===== src/rtl/subq_pkg.sv =====
package subq_pkg;

    localparam int CRC_W = 16;
    localparam logic [CRC_W-1:0] CRC_POLY = 16'h1021;

    typedef logic [CRC_W-1:0] crc_t;

    // result of one completed subcode block
    typedef struct packed {
        logic done;
        logic ok;
    } blk_res_t;

    // one serial step of the check register, register MSB leaves first
    function automatic crc_t crc_step(crc_t c, logic b);
        logic fb;
        fb = c[CRC_W-1] ^ b;
        return {c[CRC_W-2:0], 1'b0} ^ (fb ? CRC_POLY : '0);
    endfunction

endpackage


===== src/rtl/subq_assembler.sv =====
module subq_assembler
    import subq_pkg::*;
#(
    parameter int SYNC_FRAMES = 2,
    parameter int DATA_BITS   = 80
) (
    input  logic                 clk,
    input  logic                 rst,
    input  logic                 sym_valid,
    input  logic                 qbit,
    input  logic                 blk_sync,
    output blk_res_t             res,
    output logic [DATA_BITS-1:0] payload
);
    localparam int FRAMES = SYNC_FRAMES + DATA_BITS + CRC_W;
    localparam int FCW    = $clog2(FRAMES + 1);
    localparam logic [FCW-1:0] IDLE    = FCW'(FRAMES);
    localparam logic [FCW-1:0] FIRST_D = FCW'(SYNC_FRAMES);
    localparam logic [FCW-1:0] FIRST_C = FCW'(SYNC_FRAMES + DATA_BITS);
    localparam logic [FCW-1:0] LAST    = FCW'(FRAMES - 1);

    logic [FCW-1:0] fcnt;
    crc_t           crc;
    crc_t           chk;
    crc_t           chk_n;

    assign chk_n = {chk[CRC_W-2:0], qbit};

    always_ff @(posedge clk) begin
        if (rst) begin
            fcnt    <= IDLE;
            crc     <= '0;
            chk     <= '0;
            payload <= '0;
            res     <= '0;
        end else begin
            res <= '0;
            if (sym_valid) begin
                if (blk_sync) begin
                    fcnt <= FCW'(1);
                    crc  <= '0;
                end else if (fcnt != IDLE) begin
                    fcnt <= fcnt + FCW'(1);
                    if (fcnt >= FIRST_C) begin
                        chk <= chk_n;
                        if (fcnt == LAST) begin
                            res.done <= 1'b1;
                            res.ok   <= (chk_n == ~crc);
                        end
                    end else if (fcnt >= FIRST_D) begin
                        payload <= {qbit, payload[DATA_BITS-1:1]};
                        crc     <= crc_step(crc, qbit);
                    end
                end
            end
        end
    end

endmodule


===== src/rtl/subq_rdsync.sv =====
module subq_rdsync #(
    parameter int STAGES = 2
) (
    input  logic clk,
    input  logic rst,
    input  logic rd_clk,
    output logic rd_rise
);
    logic [STAGES:0] sh;

    always_ff @(posedge clk) begin
        if (rst) sh <= '0;
        else     sh <= {sh[STAGES-1:0], rd_clk};
    end

    assign rd_rise = sh[STAGES-1] & ~sh[STAGES];

endmodule


===== src/rtl/subq_readout.sv =====
module subq_readout
    import subq_pkg::*;
#(
    parameter int DATA_BITS = 80
) (
    input  logic                 clk,
    input  logic                 rst,
    input  blk_res_t             res,
    input  logic [DATA_BITS-1:0] payload,
    input  logic                 rd_rise,
    output logic                 sdo,
    output logic                 ready,
    output logic                 busy
);
    localparam int CW = $clog2(DATA_BITS + 1);

    logic [DATA_BITS-1:0] sh, sh_n, pend, pend_n;
    logic                 pend_vld, pend_vld_n, ready_n, busy_n;
    logic [CW-1:0]        bcnt, bcnt_n;

    always_comb begin
        sh_n       = sh;
        pend_n     = pend;
        pend_vld_n = pend_vld;
        ready_n    = ready;
        busy_n     = busy;
        bcnt_n     = bcnt;
        if (rd_rise) begin
            if (busy) begin
                sh_n   = sh >> 1;
                bcnt_n = bcnt + CW'(1);
                if (bcnt == CW'(DATA_BITS - 1)) begin
                    busy_n = 1'b0;
                    if (pend_vld) begin
                        sh_n       = pend;
                        ready_n    = 1'b1;
                        pend_vld_n = 1'b0;
                    end
                end
            end else if (ready) begin
                ready_n = 1'b0;
                busy_n  = 1'b1;
                sh_n    = sh >> 1;
                bcnt_n  = CW'(1);
            end
        end
        if (res.done) begin
            if (!res.ok) begin
                ready_n    = 1'b0;
                pend_vld_n = 1'b0;
            end else if (busy_n) begin
                pend_n     = payload;
                pend_vld_n = 1'b1;
            end else begin
                sh_n    = payload;
                ready_n = 1'b1;
            end
        end
    end

    always_ff @(posedge clk) begin
        if (rst) begin
            sh       <= '0;
            pend     <= '0;
            pend_vld <= 1'b0;
            ready    <= 1'b0;
            busy     <= 1'b0;
            bcnt     <= '0;
        end else begin
            sh       <= sh_n;
            pend     <= pend_n;
            pend_vld <= pend_vld_n;
            ready    <= ready_n;
            busy     <= busy_n;
            bcnt     <= bcnt_n;
        end
    end

    assign sdo = sh[0];

endmodule


===== src/rtl/subq_reader.sv =====
module subq_reader
    import subq_pkg::*;
#(
    parameter int SYM_W       = 8,
    parameter int Q_POS       = 6,
    parameter int SYNC_FRAMES = 2,
    parameter int DATA_BITS   = 80,
    parameter int SYNC_STAGES = 2
) (
    input  logic             clk,
    input  logic             rst,
    input  logic             sym_valid,
    input  logic [SYM_W-1:0] sym_data,
    input  logic             blk_sync,
    input  logic             rd_clk,
    output logic             q_sdo,
    output logic             q_ready
);
    blk_res_t             res;
    logic [DATA_BITS-1:0] payload;
    logic                 rd_rise;
    logic                 busy;
    logic                 blk_done;
    logic                 blk_ok;
    logic                 sym_unused;

    assign sym_unused = ^sym_data;
    assign blk_done   = res.done;
    assign blk_ok     = res.ok;

    subq_assembler #(
        .SYNC_FRAMES(SYNC_FRAMES),
        .DATA_BITS  (DATA_BITS)
    ) u_asm (
        .clk      (clk),
        .rst      (rst),
        .sym_valid(sym_valid),
        .qbit     (sym_data[Q_POS]),
        .blk_sync (blk_sync),
        .res      (res),
        .payload  (payload)
    );

    subq_rdsync #(.STAGES(SYNC_STAGES)) u_sync (
        .clk    (clk),
        .rst    (rst),
        .rd_clk (rd_clk),
        .rd_rise(rd_rise)
    );

    subq_readout #(.DATA_BITS(DATA_BITS)) u_out (
        .clk    (clk),
        .rst    (rst),
        .res    (res),
        .payload(payload),
        .rd_rise(rd_rise),
        .sdo    (q_sdo),
        .ready  (q_ready),
        .busy   (busy)
    );

endmodule


===== config.mk =====
export PLATFORM = sky130hd
export DESIGN_NAME = subq_reader
export DESIGN_NICKNAME = d
export VERILOG_FILES = /design/src/rtl/subq_pkg.sv /design/src/rtl/subq_assembler.sv /design/src/rtl/subq_rdsync.sv /design/src/rtl/subq_readout.sv /design/src/rtl/subq_reader.sv
export SDC_FILE = /design/constraint.sdc
export NUM_CORES = 1
export LEC_CHECK = 0
export BUFFER_PORTS_ARGS = -buffer_cell sky130_fd_sc_hd__buf_2
export CORE_UTILIZATION = 42
export DETAILED_ROUTE_END_ITERATION = 7
export GPL_TIMING_DRIVEN = 1
export PLACE_DENSITY = 0.59
export SYNTH_ARGS = -nofsm -noshare
export SYNTH_HDL_FRONTEND = slang
export SYNTH_SLANG_ARGS = --single-unit

===== constraint.sdc =====
create_clock -name clk -period 5.8 [get_ports clk]
set_input_delay 0.29 -clock clk [delete_from_list [all_inputs] [get_ports clk]]
set_output_delay 0.29 -clock clk [all_outputs]
set_load 0.1 [all_outputs]

==> results of run 1 <==
metrics by stage:
stage	worst slack (ps)	hold slack [ps]
finish	2380	10.7
floorplan	3220	414
CTS	2380	6.06
global placement	2460	443
global route	2170	37.2
detailed placement	2400	427
logic make-up after synthesis:
| logic type | Yosys count | synth area share, % |
|---|---|---|
| AO/OA/AOI/OAI | 470 | 25.0 |
| AND/OR/NAND/NOR | 341 | 11.9 |
| flip-flops | 293 | 43.2 |
| multiplexers | 175 | 12.9 |
| buffers and inverters | 164 | 5.11 |
| XOR/XNOR | 23 | 1.48 |
| adder cells (fa/ha/maj) | 4 | 0.369 |
how the worst min path moves through the flow:
stage | slack [ps] | cells after the start | end | start
2_1_floorplan | 410 | 1 | u_sync.sh[1]$_SDFF_PP0_ | u_sync.sh[0]$_SDFF_PP0_
3_3_place_gp | 440 | 2 | u_out.pend[33]$_SDFFE_PP0P_ | u_out.pend[33]$_SDFFE_PP0P_
3_5_place_dp | 430 | 1 | u_sync.sh[1]$_SDFF_PP0_ | u_sync.sh[0]$_SDFF_PP0_
4_1_cts | 6 | 2 | u_sync.sh[0]$_SDFF_PP0_ | rd_clk
5_1_grt | 40 | 2 | u_sync.sh[0]$_SDFF_PP0_ | rd_clk
6_report | 10 | 2 | u_sync.sh[0]$_SDFF_PP0_ | rd_clk
cell usage in the layout, fill, tap and decap left out, types with 16 or more instances in the layout:
master,instances
o41ai_1,81
dfxtp_1,292
nand3_1,17
o2111ai_1,24
nand4_1,16
nand2b_1,19
nor2b_1,20
buf_4,27
a31oi_1,84
a22oi_1,21
o21ai_0,46
xnor2_1,21
clkbuf_16,34
or3_1,22
o22ai_1,49
nor3_1,21
mux2i_1,174
a21oi_1,22
o211ai_1,96
nand2_1,188
where the power goes:
group	switching [uW]	internal, uW
clock network	862	1330
registers	10.7	2020
logic	116	56.8
routing by layer:
| layer | track usage (%) | vias to the layer above | wire length, um |
|---|---|---|---|
| met5 | 0 | - | 0 |
| met4 | 6.24 | 0 | 506 |
| met3 | 3.31 | 49 | 1710 |
| met2 | 36.4 | 294 | 17100 |
| met1 | 29.2 | 5671 | 17000 |
| li1 | - | 5486 | - |
area by class of cell:
type | instances | area [um^2] | share of cell area, %
Timing Repair Buffer | 34 | 238 | 1.60
Sequential cell | 293 | 5870 | 39.4
Inverter | 7 | 33.8 | 0.227
Multi-Input combinational cell | 1013 | 7120 | 47.8
Clock inverter | 7 | 106 | 0.714
Clock buffer | 52 | 1040 | 6.97
Tap cell | 402 | 503 | 3.38
state kept, by name (all words and copies together) (netlist names):
| name | count |
|---|---|
| u_asm.fcnt | 7 |
| u_asm.chk | 15 |
| u_sync.sh | 3 |
| u_out.busy | 1 |
| u_out.pend | 80 |
| u_asm.payload | 80 |
| u_out.pend_vld | 1 |
| u_asm.res | 2 |
| u_out.ready | 1 |
| u_asm.crc | 16 |
| u_out.sh | 80 |
| u_out.bcnt | 7 |
critical path: stages (launching register included):
cell and delay, ps:
dfxtp_1 370, nor2b_4 150, buf_4 580, and2_4 560
o21a_4 910, buf_4 480, mux2i_1 250
==> results.sh, run 1 <==
export IMPL_synthArstFlopShare_pct=0
export IMPL_dp_cells=1749
export IMPL_grt_max_degree=178
export IMPL_port_buffers=7
export IMPL_dpl_hpwl_um=18700
export IMPL_drtIter0Drc=860
export IMPL_synth_top_area_share_pct=43.2
export IMPL_dieArea_um2=33000
export IMPL_drv_slew=0
export IMPL_initial_core_util_pct=42.9
export IMPL_synthCells=1470
export IMPL_drt_wirelength_per_cell_um=20.1
export IMPL_die_w_um=182
export IMPL_outcome="completed"
export IMPL_rr_endpoint="u_out.pend[71]$_SDFFE_PP0P_"
export IMPL_worstSetupStartpoint="u_sync.sh[1]$_SDFF_PP0_"
export IMPL_p_leak_uw=0.00482
export IMPL_crit_arrival_ps=3860
export IMPL_place_area_um2=13800
export IMPL_clk_latency_ps=520
export IMPL_cts_buffers=34
export IMPL_syn_to_final_growth_pct=9.85
export IMPL_reg2reg_slack_ps=2380
export IMPL_ys_ff_latch=293
export IMPL_clock_fmax_mhz=292
export IMPL_crit_path_start_kind="flop"
export IMPL_timing_final_crit_share_pct=59.0
export IMPL_htree_levels=2
export IMPL_cts_sinks=293
export IMPL_worstSetupEndpoint="u_out.pend[71]$_SDFFE_PP0P_"
export IMPL_ys_types=56
export IMPL_finalHoldViolCount=0
export IMPL_cap_violations=0
export IMPL_syn_area_per_cell_um2=9.23
export IMPL_crit_required_ps=6240
export IMPL_worst_slew_pin_slew_ps=1200
export IMPL_finalSetupTns_ps=0
export IMPL_r2r_start="u_sync.sh[1]$_SDFF_PP0_"
export IMPL_cts_tree="done"
export IMPL_die_y_um=182
export IMPL_final_nets=1400
export IMPL_antenna_cells=0
export IMPL_viasPerCell=6.36
export IMPL_ctsResizeCount=0
export IMPL_gp_congestion=0.732
export IMPL_synth_most_common_cell="dfxtp_1"
export IMPL_fin_skew_ps=16.7
export IMPL_postCtsSetupBuffers=0
export IMPL_coreArea_um2=31600
export IMPL_post_route_util_pct=47.1
export IMPL_final_area_um2=14900
export IMPL_antenna_found_initial=0
export IMPL_drt_pass1_iterations=6
export IMPL_cts_buffer_depth=3
export IMPL_grt_usage_pct=21.8
export IMPL_synth_area_leaders="dfxtp_1 43%, mux2i_1 13%, o211ai_1 5.3%"
export IMPL_rows=65
export IMPL_postCtsHoldBufs=0
export IMPL_syn_area_um2=13600
export IMPL_finalPower_uw=4390
export IMPL_finalCriticalPeriod_ps=3420
export IMPL_clock_root_buffer="clkbuf_16"
export IMPL_grt_pass1_vias=11310
export IMPL_worstRegToRegCells=6
export IMPL_synth_edff_count=0
export IMPL_drive_gt1_share_pct=7.89
export IMPL_io_pins=15
export IMPL_worstPathMaxFanout=66
export IMPL_vias=11500
export IMPL_grt_ovfl_total=0
export IMPL_setup_violations=0
export IMPL_finalWirelength_um=36300
export IMPL_cts_clk_slew_worst_paths_ps=60
export IMPL_ant_nets=0
export IMPL_layout_cells_non_filler=1808
export IMPL_end_kind="flop"
export IMPL_synth_common_cells="293 x dfxtp_1, 189 x nand2_1, 174 x mux2i_1"
export IMPL_synth_largest_area_cell="dfxtp_1"
export IMPL_nFillCells=2921
export IMPL_synth_seq_area_share_pct=43.2
export IMPL_hp_class="in -> reg"
export IMPL_drc=0
export IMPL_p_per_area_nw_per_um2=294
export IMPL_synth_ff_type="dfxtp_1"
export IMPL_rsz0062_at_grt="no"
export IMPL_relSlewSlack_pct=19.0
export IMPL_grt_pass1_wl_um=59900
export IMPL_worstSetupPathType="reg -> reg"
export IMPL_synth_fp_nets=1487
export IMPL_vdd_ir_drop_max_mv=0.187
export IMPL_yosysWarnings=0
Note: power is estimated with default switching activity, not from simulation.
==> inputs of run 2 (changes only) <==
- PLACE_DENSITY: 0.59 -> 0.61
- clock period: 5.8 -> 2.8 ns (I/O delays scaled with it)
==> run 2 against run 1 <==
Compared with the run above: hold slack improved by 92 ps; setup slack worse by 1900 ps; cell count up 1.1%; maximum frequency is 45% higher; core utilization grew 0.79 points; flip-flop and latch count unchanged; die area unchanged; sequential share of layout area fell by 0.65 points; critical endpoint is now u_out.sh[27]$_SDFF_PP0_.
==> results.sh, run 2 (same netlist as run 1, synthesis figures left out) <==
export IMPL_finalCriticalPeriod_ps=2360
export IMPL_grt_max_degree=145
export IMPL_post_route_util_pct=47.9
export IMPL_clock_fmax_mhz=423
export IMPL_worstHoldStart="rst"
export IMPL_gp_congestion=0.786
export IMPL_worst_slew_pin_slew_ps=923
export IMPL_drt_pass1_iterations=5
export IMPL_p_leak_uw=0.00495
export IMPL_initial_core_util_pct=42.9
export IMPL_rsz0062_at_grt="no"
export IMPL_hp_class="in -> reg"
export IMPL_ctsResizeCount=0
export IMPL_critical_path_buf_inv_count=2
export IMPL_reg2reg_slack_ps=440
export IMPL_htree_levels=2
export IMPL_cts_tree="done"
export IMPL_whs_ps=103
export IMPL_vias=11592
export IMPL_cpPeakStageDelay_ps=580
export IMPL_finalHoldViolCount=0
export IMPL_r2r_start="u_out.bcnt[0]$_SDFFE_PP0P_"
export IMPL_drt_wirelength_per_cell_um=19.9
export IMPL_fin_skew_ps=11.3
export IMPL_finalSetupTns_ps=0
export IMPL_ant_nets=0
export IMPL_drtIter0Drc=721
export IMPL_clock_root_buffer="clkbuf_16"
export IMPL_slowest_stage="or3_1"
export IMPL_outcome="completed"
export IMPL_die_w_um=182
export IMPL_worstRegToRegCells=7
export IMPL_syn_to_final_growth_pct=11.7
export IMPL_grt_usage_pct=21.8
export IMPL_final_area_um2=15200
export IMPL_cap_violations=0
export IMPL_die_y_um=182
export IMPL_p_per_area_nw_per_um2=589
export IMPL_grt_pass1_wl_um=59600
export IMPL_worstSetupPathType="reg -> reg"
export IMPL_viasPerCell=6.34
export IMPL_antenna_found_initial=0
export IMPL_vdd_ir_drop_max_mv=0.413
export IMPL_worstPathMaxFanout=16
export IMPL_place_area_um2=14000
export IMPL_cts_buffer_depth=3
export IMPL_crit_chain="ha_1, nand4bb_1, o31a_2, buf_4, or3_1, buf_12, a31oi_1"
export IMPL_layout_commonest_cell="dfxtp_1"
export IMPL_dpl_hpwl_um=19800
export IMPL_grt_ovfl_total=0
export IMPL_drc=0
export IMPL_clk_latency_ps=510
export IMPL_io_pins=15
export IMPL_antenna_cells=0
export IMPL_end_kind="flop"
export IMPL_mostFrequentLayoutCells="292 x dfxtp_1, 188 x nand2_1, 174 x mux2i_1"
export IMPL_port_buffers=7
export IMPL_finalPower_uw=8930
export IMPL_top_regs="u_asm.payload x80, u_out.pend x80, u_out.sh x80"
export IMPL_setup_violations=0
export IMPL_timing_final_crit_share_pct=84.4
export IMPL_rr_endpoint="u_out.sh[27]$_SDFF_PP0_"
export IMPL_cp_top_family="simple AND/OR/NAND/NOR gates"
export IMPL_holdPathStages=3
export IMPL_rows=65
export IMPL_grt_pass1_vias=11381
export IMPL_relSlewSlack_pct=38.5
export IMPL_min_to="u_asm.fcnt[1]$_SDFFE_PP1P_"
export IMPL_cts_sinks=293
export IMPL_crit_required_ps=3230
export IMPL_cts_buffers=34
export IMPL_crit_path_start_kind="flop"
export IMPL_crit_arrival_ps=2790
export IMPL_finalWirelength_um=36400
export IMPL_cts_clk_slew_worst_paths_ps=60
export IMPL_drv_slew=0
export IMPL_coreArea_um2=31600
export IMPL_final_nets=1422
export IMPL_drive_gt1_share_pct=8.98
export IMPL_dieArea_um2=33000
-- run 2: cell types whose count changed in the layout (fill, tap and decap cells not counted), moves of 2 or more --
cell,delta
buf_4,+9
clkbuf_8,-3
dlygate4sd3_1,+2
clkinv_4,+2
buf_12,+11
-- run 2: where the power goes --
part           total [uW]  internal [uW]  switching (uW)
Sequential           4200           4180            22.6
Clock                4350           2620            1730
Combinational         381            136             245
Total                8930           6930            2000
-- run 2: worst reg2reg max path: stages (launching register included) --
cell and delay (ps):
dfxtp_1 370, ha_1 220, nand4bb_1 140, o31a_2 350, buf_4 220, or3_1 590, buf_12 260, a31oi_1 150
-- run 2: cell type report --
| class | instances | area, um^2 |
|---|---|---|
| fillers | 2905 | 16500 |
| multi-input cells | 1013 | 7120 |
| flip-flops and latches | 293 | 5870 |
| clock buffers | 51 | 1030 |
| repair buffers | 56 | 546 |
| well taps | 402 | 503 |
| clock inverters | 6 | 65.1 |
| inverters | 7 | 31.3 |
-- run 2: through the flow --
stage	setup slack, ps	instances
global placement	542	1769
finish	438	1828
detailed placement	460	1769
global route	321	1828
CTS	443	1828
floorplan	219	1470
-- run 2: how the worst max path moves through the flow --
stage / cells past startpoint / end / slack [ps] / startpoint
finish: 7 / u_out.sh[27]$_SDFF_PP0_ / 440 / u_out.bcnt[0]$_SDFFE_PP0P_
global route: 7 / u_out.sh[18]$_SDFF_PP0_ / 320 / u_out.bcnt[0]$_SDFFE_PP0P_
global placement: 7 / u_out.sh[47]$_SDFF_PP0_ / 540 / u_out.bcnt[0]$_SDFFE_PP0P_
floorplan: 8 / u_out.pend[49]$_SDFFE_PP0P_ / 220 / u_out.ready$_SDFF_PP0_
detailed placement: 7 / u_out.sh[30]$_SDFF_PP0_ / 460 / u_out.bcnt[0]$_SDFFE_PP0P_
CTS: 7 / u_out.sh[27]$_SDFF_PP0_ / 440 / u_out.bcnt[0]$_SDFFE_PP0P_
-- run 2: per-layer routing --
layer  global-route usage (%)  wire (um)
met1                     28.9      17000
met2                     36.4      16900
met3                     2.81       1690
met5                        0          0
met4                     7.80        763
-- run 2: repair_timing --
item / CTS / global route
hold endpoints to repair: 3 / 0
hold buffers: 2 / 0
setup buffers: 0 / 0
